File: config.mk
export PLATFORM = sky130hd
export DESIGN_NAME = gpio_drive_port
export DESIGN_NICKNAME = d
export VERILOG_FILES = /design/src/rtl/gpio_port_pkg.sv /design/src/rtl/gpio_port_regs.sv /design/src/rtl/gpio_in_sync.sv /design/src/rtl/gpio_pin_slice.sv /design/src/rtl/gpio_irq_flags.sv /design/src/rtl/gpio_drive_port.sv
export SDC_FILE = /design/constraint.sdc
export NUM_CORES = 1
export LEC_CHECK = 0
export CORE_ASPECT_RATIO = 1.1
export CORE_UTILIZATION = 47
export CTS_CLUSTER_SIZE = 10
export DETAILED_ROUTE_END_ITERATION = 10
export PLACE_DENSITY = 0.74
export SYNTH_ARGS = -nofsm -noshare
export SYNTH_HDL_FRONTEND = slang
export SYNTH_SLANG_ARGS = --single-unit
File: constraint.sdc
create_clock -name clk -period 1.87 [get_ports clk]
set_input_delay 0.187 -clock clk [delete_from_list [all_inputs] [get_ports clk]]
set_output_delay 0.187 -clock clk [all_outputs]
set_load 0.01 [all_outputs]
File: src/rtl/gpio_port_pkg.sv
`timescale 1ns/1ps
package gpio_port_pkg;

  typedef enum logic [1:0] {
    DM_PULLUP  = 2'b00,
    DM_STRONG  = 2'b01,
    DM_ANALOG  = 2'b10,
    DM_OPEN_LO = 2'b11
  } drive_mode_e;

  typedef struct packed {
    logic oe;
    logic out;
    logic pu;
    logic ie;
  } pad_ctrl_t;

  localparam logic [1:0] ADDR_DATA = 2'd0;
  localparam logic [1:0] ADDR_DM0  = 2'd1;
  localparam logic [1:0] ADDR_DM1  = 2'd2;
  localparam logic [1:0] ADDR_IRQ  = 2'd3;

  // Map a drive mode and data bit onto pad controls
  function automatic pad_ctrl_t decode_pad(input drive_mode_e mode, input logic dat);
    pad_ctrl_t p;
    p = '0;
    unique case (mode)
      DM_PULLUP: begin
        p.oe = ~dat;
        p.pu = dat;
        p.ie = 1'b1;
      end
      DM_STRONG: begin
        p.oe  = 1'b1;
        p.out = dat;
        p.ie  = 1'b1;
      end
      DM_ANALOG: p = '0;
      DM_OPEN_LO: begin
        p.oe = ~dat;
        p.ie = 1'b1;
      end
      default: p = '0;
    endcase
    return p;
  endfunction

endpackage

File: src/rtl/gpio_port_regs.sv
`timescale 1ns/1ps
module gpio_port_regs
  import gpio_port_pkg::*;
#(
  parameter int NUM_PINS = 8
) (
  input  logic                clk,
  input  logic                rst_n,
  input  logic                wr,
  input  logic [1:0]          addr,
  input  logic [NUM_PINS-1:0] wdata,
  output logic [NUM_PINS-1:0] data_q,
  output logic [NUM_PINS-1:0] dm0_q,
  output logic [NUM_PINS-1:0] dm1_q
);

  always_ff @(posedge clk or negedge rst_n) begin
    if (!rst_n) begin
      data_q <= '0;
      dm0_q  <= '0;
      dm1_q  <= '1;
    end else if (wr) begin
      case (addr)
        ADDR_DATA: data_q <= wdata;
        ADDR_DM0:  dm0_q  <= wdata;
        ADDR_DM1:  dm1_q  <= wdata;
        default:   ;
      endcase
    end
  end

endmodule

File: src/rtl/gpio_in_sync.sv
`timescale 1ns/1ps
module gpio_in_sync #(
  parameter int NUM_PINS    = 8,
  parameter int SYNC_STAGES = 2
) (
  input  logic                clk,
  input  logic                rst_n,
  input  logic [NUM_PINS-1:0] pin_in,
  output logic [NUM_PINS-1:0] lvl,
  output logic [NUM_PINS-1:0] toggled
);

  logic [SYNC_STAGES-1:0][NUM_PINS-1:0] stage_q;
  logic [NUM_PINS-1:0]                  prev_q;

  always_ff @(posedge clk or negedge rst_n) begin
    if (!rst_n) begin
      stage_q <= '0;
      prev_q  <= '0;
    end else begin
      stage_q[0] <= pin_in;
      for (int s = 1; s < SYNC_STAGES; s++) stage_q[s] <= stage_q[s-1];
      prev_q <= stage_q[SYNC_STAGES-1];
    end
  end

  assign lvl     = stage_q[SYNC_STAGES-1];
  assign toggled = lvl ^ prev_q;

endmodule

File: src/rtl/gpio_pin_slice.sv
`timescale 1ns/1ps
module gpio_pin_slice
  import gpio_port_pkg::*;
(
  input  logic dm0,
  input  logic dm1,
  input  logic dat,
  output logic oe,
  output logic out,
  output logic pu,
  output logic ie
);

  pad_ctrl_t ctl;

  always_comb ctl = decode_pad(drive_mode_e'({dm1, dm0}), dat);

  assign oe  = ctl.oe;
  assign out = ctl.out;
  assign pu  = ctl.pu;
  assign ie  = ctl.ie;

endmodule

File: src/rtl/gpio_irq_flags.sv
`timescale 1ns/1ps
module gpio_irq_flags #(
  parameter int NUM_PINS = 8
) (
  input  logic                clk,
  input  logic                rst_n,
  input  logic [NUM_PINS-1:0] set_evt,
  input  logic                clr_wr,
  input  logic [NUM_PINS-1:0] clr_mask,
  output logic [NUM_PINS-1:0] flags_q
);

  logic [NUM_PINS-1:0] clr_eff;

  assign clr_eff = clr_wr ? clr_mask : '0;

  // A new event in the same cycle as a clear keeps the flag set
  always_ff @(posedge clk or negedge rst_n) begin
    if (!rst_n) flags_q <= '0;
    else        flags_q <= (flags_q & ~clr_eff) | set_evt;
  end

endmodule

File: src/rtl/gpio_drive_port.sv
`timescale 1ns/1ps
module gpio_drive_port
  import gpio_port_pkg::*;
#(
  parameter int NUM_PINS    = 8,
  parameter int SYNC_STAGES = 2
) (
  input  logic                clk,
  input  logic                rst_n,
  input  logic [1:0]          bus_addr,
  input  logic                bus_wr,
  input  logic [NUM_PINS-1:0] bus_wdata,
  output logic [NUM_PINS-1:0] bus_rdata,
  input  logic [NUM_PINS-1:0] pin_in,
  output logic [NUM_PINS-1:0] pad_oe,
  output logic [NUM_PINS-1:0] pad_out,
  output logic [NUM_PINS-1:0] pad_pu,
  output logic [NUM_PINS-1:0] pad_ie,
  output logic                port_irq
);

  logic [NUM_PINS-1:0] data_q, dm0_q, dm1_q;
  logic [NUM_PINS-1:0] sync_lvl, sync_toggled;
  logic [NUM_PINS-1:0] analog_mask, pullup_mask;
  logic [NUM_PINS-1:0] flag_set_evt, irq_flags;
  logic                irq_clr_wr;

  gpio_port_regs #(.NUM_PINS(NUM_PINS)) regs_i (
    .clk(clk), .rst_n(rst_n), .wr(bus_wr), .addr(bus_addr), .wdata(bus_wdata),
    .data_q(data_q), .dm0_q(dm0_q), .dm1_q(dm1_q)
  );

  gpio_in_sync #(.NUM_PINS(NUM_PINS), .SYNC_STAGES(SYNC_STAGES)) sync_i (
    .clk(clk), .rst_n(rst_n), .pin_in(pin_in),
    .lvl(sync_lvl), .toggled(sync_toggled)
  );

  for (genvar n = 0; n < NUM_PINS; n++) begin : g_pin
    gpio_pin_slice slice_i (
      .dm0(dm0_q[n]), .dm1(dm1_q[n]), .dat(data_q[n]),
      .oe(pad_oe[n]), .out(pad_out[n]), .pu(pad_pu[n]), .ie(pad_ie[n])
    );
  end

  // Named mode masks used for read masking and by the checker
  assign analog_mask  = dm1_q & ~dm0_q;
  assign pullup_mask  = ~dm1_q & ~dm0_q;
  assign flag_set_evt = sync_toggled & ~analog_mask;
  assign irq_clr_wr   = bus_wr && (bus_addr == ADDR_IRQ);

  gpio_irq_flags #(.NUM_PINS(NUM_PINS)) irq_i (
    .clk(clk), .rst_n(rst_n), .set_evt(flag_set_evt),
    .clr_wr(irq_clr_wr), .clr_mask(bus_wdata), .flags_q(irq_flags)
  );

  assign port_irq = |irq_flags;

  always_comb begin
    unique case (bus_addr)
      ADDR_DATA: bus_rdata = sync_lvl & ~analog_mask;
      ADDR_DM0:  bus_rdata = dm0_q;
      ADDR_DM1:  bus_rdata = dm1_q;
      default:   bus_rdata = irq_flags;
    endcase
  end

endmodule

==> summary.txt <==
endpoint arrival time on the critical path = 1700 ps
clock edge transition at the registers on the reported setup and hold paths = 100 ps
clock latency on the worst-skew pair = 310 ps
reg2reg start = regs_i.dm1_q[6]$_DFFE_PN1P_
EDFF count, synth = 0
most instantiated flip-flop cell in the synthesis netlist = dfrtp_1
clock tree from TritonCTS = done
Sinks on Clock Net = 56
kind of path behind the tightest hold check = input port to flip-flop
crit path launch = regs_i.dm1_q[6]$_DFFE_PN1P_
Max-cap violations = 0
CTS root buf = clkbuf_8
share of total power consumed by net switching = 29.52%
delay of the slowest critical-path stage = 550 ps
unrepaired setup endpoints after global routing = yes
FF+latch count, synth = 56
via-per-instance ratio = 4.941
worst relative slew slack = 80.43%
Worst Tran Pin Value = 293.5 ps
shortest clock period the worst path allows after layout = 1888 ps
syn_nets = 282
cell type with the highest aggregate area in the netlist = dfrtp_1
final total negative setup slack = -18.47 ps
violated checks = setup timing
internal power contribution = 2.455 mW
highest-delay cell along the critical path = dfstp_2
final setup violation count = 1
Yosys cell types = 22
clock power share = 22.3%
startpoint of the tightest hold check path = pin_in[2]
final-stage net count = 351
antenna diode count = 0
Max Fclk = 529.5 MHz
most frequent CP cell = buf_6
first-pass GRT wire length = 9342 um
total grt overflow = 0
count of boundary I/O pins = 62
Final period util = 101.0%
Synth-to-Final Area Change = 29.77%
Synth Cell Area = 0.003052 mm^2
number of cells produced by synthesis = 237
highest ir drop seen on vdd = 495.0 uV
sequential element share of the synthesized area = 46.25%
DIE AREA = 0.006820 mm^2
number of warnings printed during yosys synthesis = 0
maximum number of pins on one net before global-route repair = 57
antenna violations before repair = 0
number of buffers inserted by port buffering = 61
worst reg-to-reg path cell count = 5
kind of critical path = flip-flop to primary output
Routed WL per cell = 15.03 um
total count of max-transition violations in the final report = 0
standby leakage power = 1.863 nW
residual DRC count = 0
switching power summed over all nets = 1.028 mW
post-route worst setup slack = -18.47 ps
clock tree skew after final layout = 5.212 ps
cell-by-cell listing of the critical path = buf_6, ha_4, nor2b_1, mux4_2, buf_6
required time of the worst setup path = 1680 ps
final worst hold slack = 306.5 ps
Final Core Density = 63.55%
aggregate global-route resource usage = 18.26%
proportion of layout cells with a drive suffix above 1 = 38.44%
proportion of power drawn by flip-flops and latches = 43.1%
ys async rst share = 100.0%
Detailed Route WL = 5817 um
H-tree depth = 2
combinational share of power = 34.6%
number of iterations in the first detailed-routing pass = 4
Post-DP HPWL = 4189 um
CTS max path bufs = 2
nature of the critical path startpoint = flip-flop
DRC marker count from the first detailed-route iteration = 90
cell with the most instances after synthesis = dfrtp_1
kind of end point of the critical path = primary output
Final GP Congestion = 0.7856
number of CTS-inserted buffers = 5
Core Area = 0.006231 mm^2
Critical Path Fanout Max = 2
number of global-route vias before repair = 1938
count of final hold-check violations = 0
cell types occupying the most area after synthesis = dfrtp_1 39%, ha_1 9.8%, mux2_2 8.9%
die width = 78.83 um
site row count = 30
via count = 1912
chip height = 86.51 um
number of stages on the worst hold path = 1
initial standard-cell utilization of the core = 48.98%
Cell Pwr Density = 879.6 mW/mm^2
top-area cell type share of the netlist area = 39.36%
list of most frequent post-synthesis cells = 48 x dfrtp_1, 33 x buf_4, 24 x ha_1, 24 x inv_1, 24 x mux2_2
mean area per synthesized cell = 12.88 um^2
outcome = complete, but fails checks
post-route ant nets = 0
[worst max-delay path: cells and delay by family, from the launching register on]
kind,cells,cell delay [ps]
multiplexers,1,450
flip-flops,1,550
adder cells (fa/ha/maj),1,120
buffers and inverters,2,240
AND/OR/NAND/NOR,1,40
[layout by cell type (no fill, tap or decap), types with 5 or more instances in the layout]
master,synthesis,layout
mux4_2,6,7
dlymetal6s2s_1,0,5
and2_1,16,16
clkbuf_8,0,5
clkbuf_2,0,5
ha_4,0,9
dfrtp_1,48,48
xor2_1,8,8
dfstp_2,8,8
nor2b_1,7,6
ha_1,24,15
buf_2,0,5
mux2_2,24,24
nand4_1,8,8
mux2i_1,9,9
clkdlybuf4s50_1,0,19
a22o_1,8,8
inv_1,24,23
buf_6,4,8
dlygate4sd2_1,0,20
buf_4,33,35
[sequential cells by signal (all words and copies together), names as in the netlist]
register	cells
sync_i.stage_q	8
regs_i.dm0_q	8
sync_i.prev_q	8
sync_i.lvl	8
regs_i.dm1_q	8
irq_i.flags_q	8
regs_i.data_q	8
[cell type report]
class,instances,area [um^2]
Fill cell,516,2271
Sequential cell,56,1411
Multi-Input combinational cell,120,1386
Timing Repair Buffer,99,860.8
Tap cell,80,100.1
Inverter,24,90.09
Clock buffer,5,68.82
Clock inverter,3,42.54
[stage by stage]
stage / std cells / instance area, um^2 / total power, mW / worst slack (ps)
2_1_floorplan: 237 / 3052 / 2.268 / 417.9
3_5_place_dp: 373 / 3717 / 2.733 / -237.7
3_3_place_gp: 373 / 3717 / 2.699 / -236.4
5_1_grt: 387 / 3960 / 3.692 / -89.08
4_1_cts: 387 / 3864 / 3.456 / -50.85
6_report: 387 / 3960 / 3.483 / -18.47
[power groups by stage]
stage / Combinational [mW] / Sequential (mW) / Clock (mW)
2_1_floorplan: 0.784 / 1.48 / 0
3_3_place_gp: 1.20 / 1.50 / 0
3_5_place_dp: 1.22 / 1.51 / 0
4_1_cts: 1.17 / 1.49 / 0.796
5_1_grt: 1.33 / 1.52 / 0.843
6_report: 1.21 / 1.50 / 0.777
[layer usage]
metal / GRT usage (%) / up-vias / routed length (um)
li1: - / 910 / -
met1: 23.41 / 949 / 2596
met2: 31.15 / 46 / 2930
met3: 3.579 / 7 / 211
met4: 5.950 / 0 / 78
met5: 0 / - / 0
[cell families after synthesis]
group                    share of synthesized area (%)
multiplexers                                     17.10
adder cells (fa/ha/maj)                          9.840
XOR/XNOR                                         2.296
AND/OR/NAND/NOR                                  9.102
buffers and inverters                            12.55
flip-flops                                       46.25
AO/OA/AOI/OAI                                    2.870
[final timing paths]
| check | endpoint | slack [ps] |
|---|---|---|
| worst max-delay path | bus_rdata[6] | -20 |
| worst min-delay path | sync_i.stage_q[2]$_DFF_PN0_ | 310 |
| worst max register to register | irq_i.flags_q[6]$_DFF_PN0_ | 650 |
| worst min register to register | sync_i.lvl[4]$_DFF_PN0_ | 350 |
| max in group asynchronous | regs_i.dm1_q[4]$_DFFE_PN1P_ | 1170 |
| min in group asynchronous | sync_i.stage_q[1]$_DFF_PN0_ | 390 |
[repair_timing]
item | 4_1_cts | 5_1_grt
pin swaps | 3 | 4
endpoints found under the hold margin | 48 | 0
buffers inserted | 5 | 0
resized for setup | 80 | 35
gates cloned | 0 | 0
hold buffers | 1 | 0
setup endpoints to repair | 38 | 19
Power figures use the tool's default switching activity.
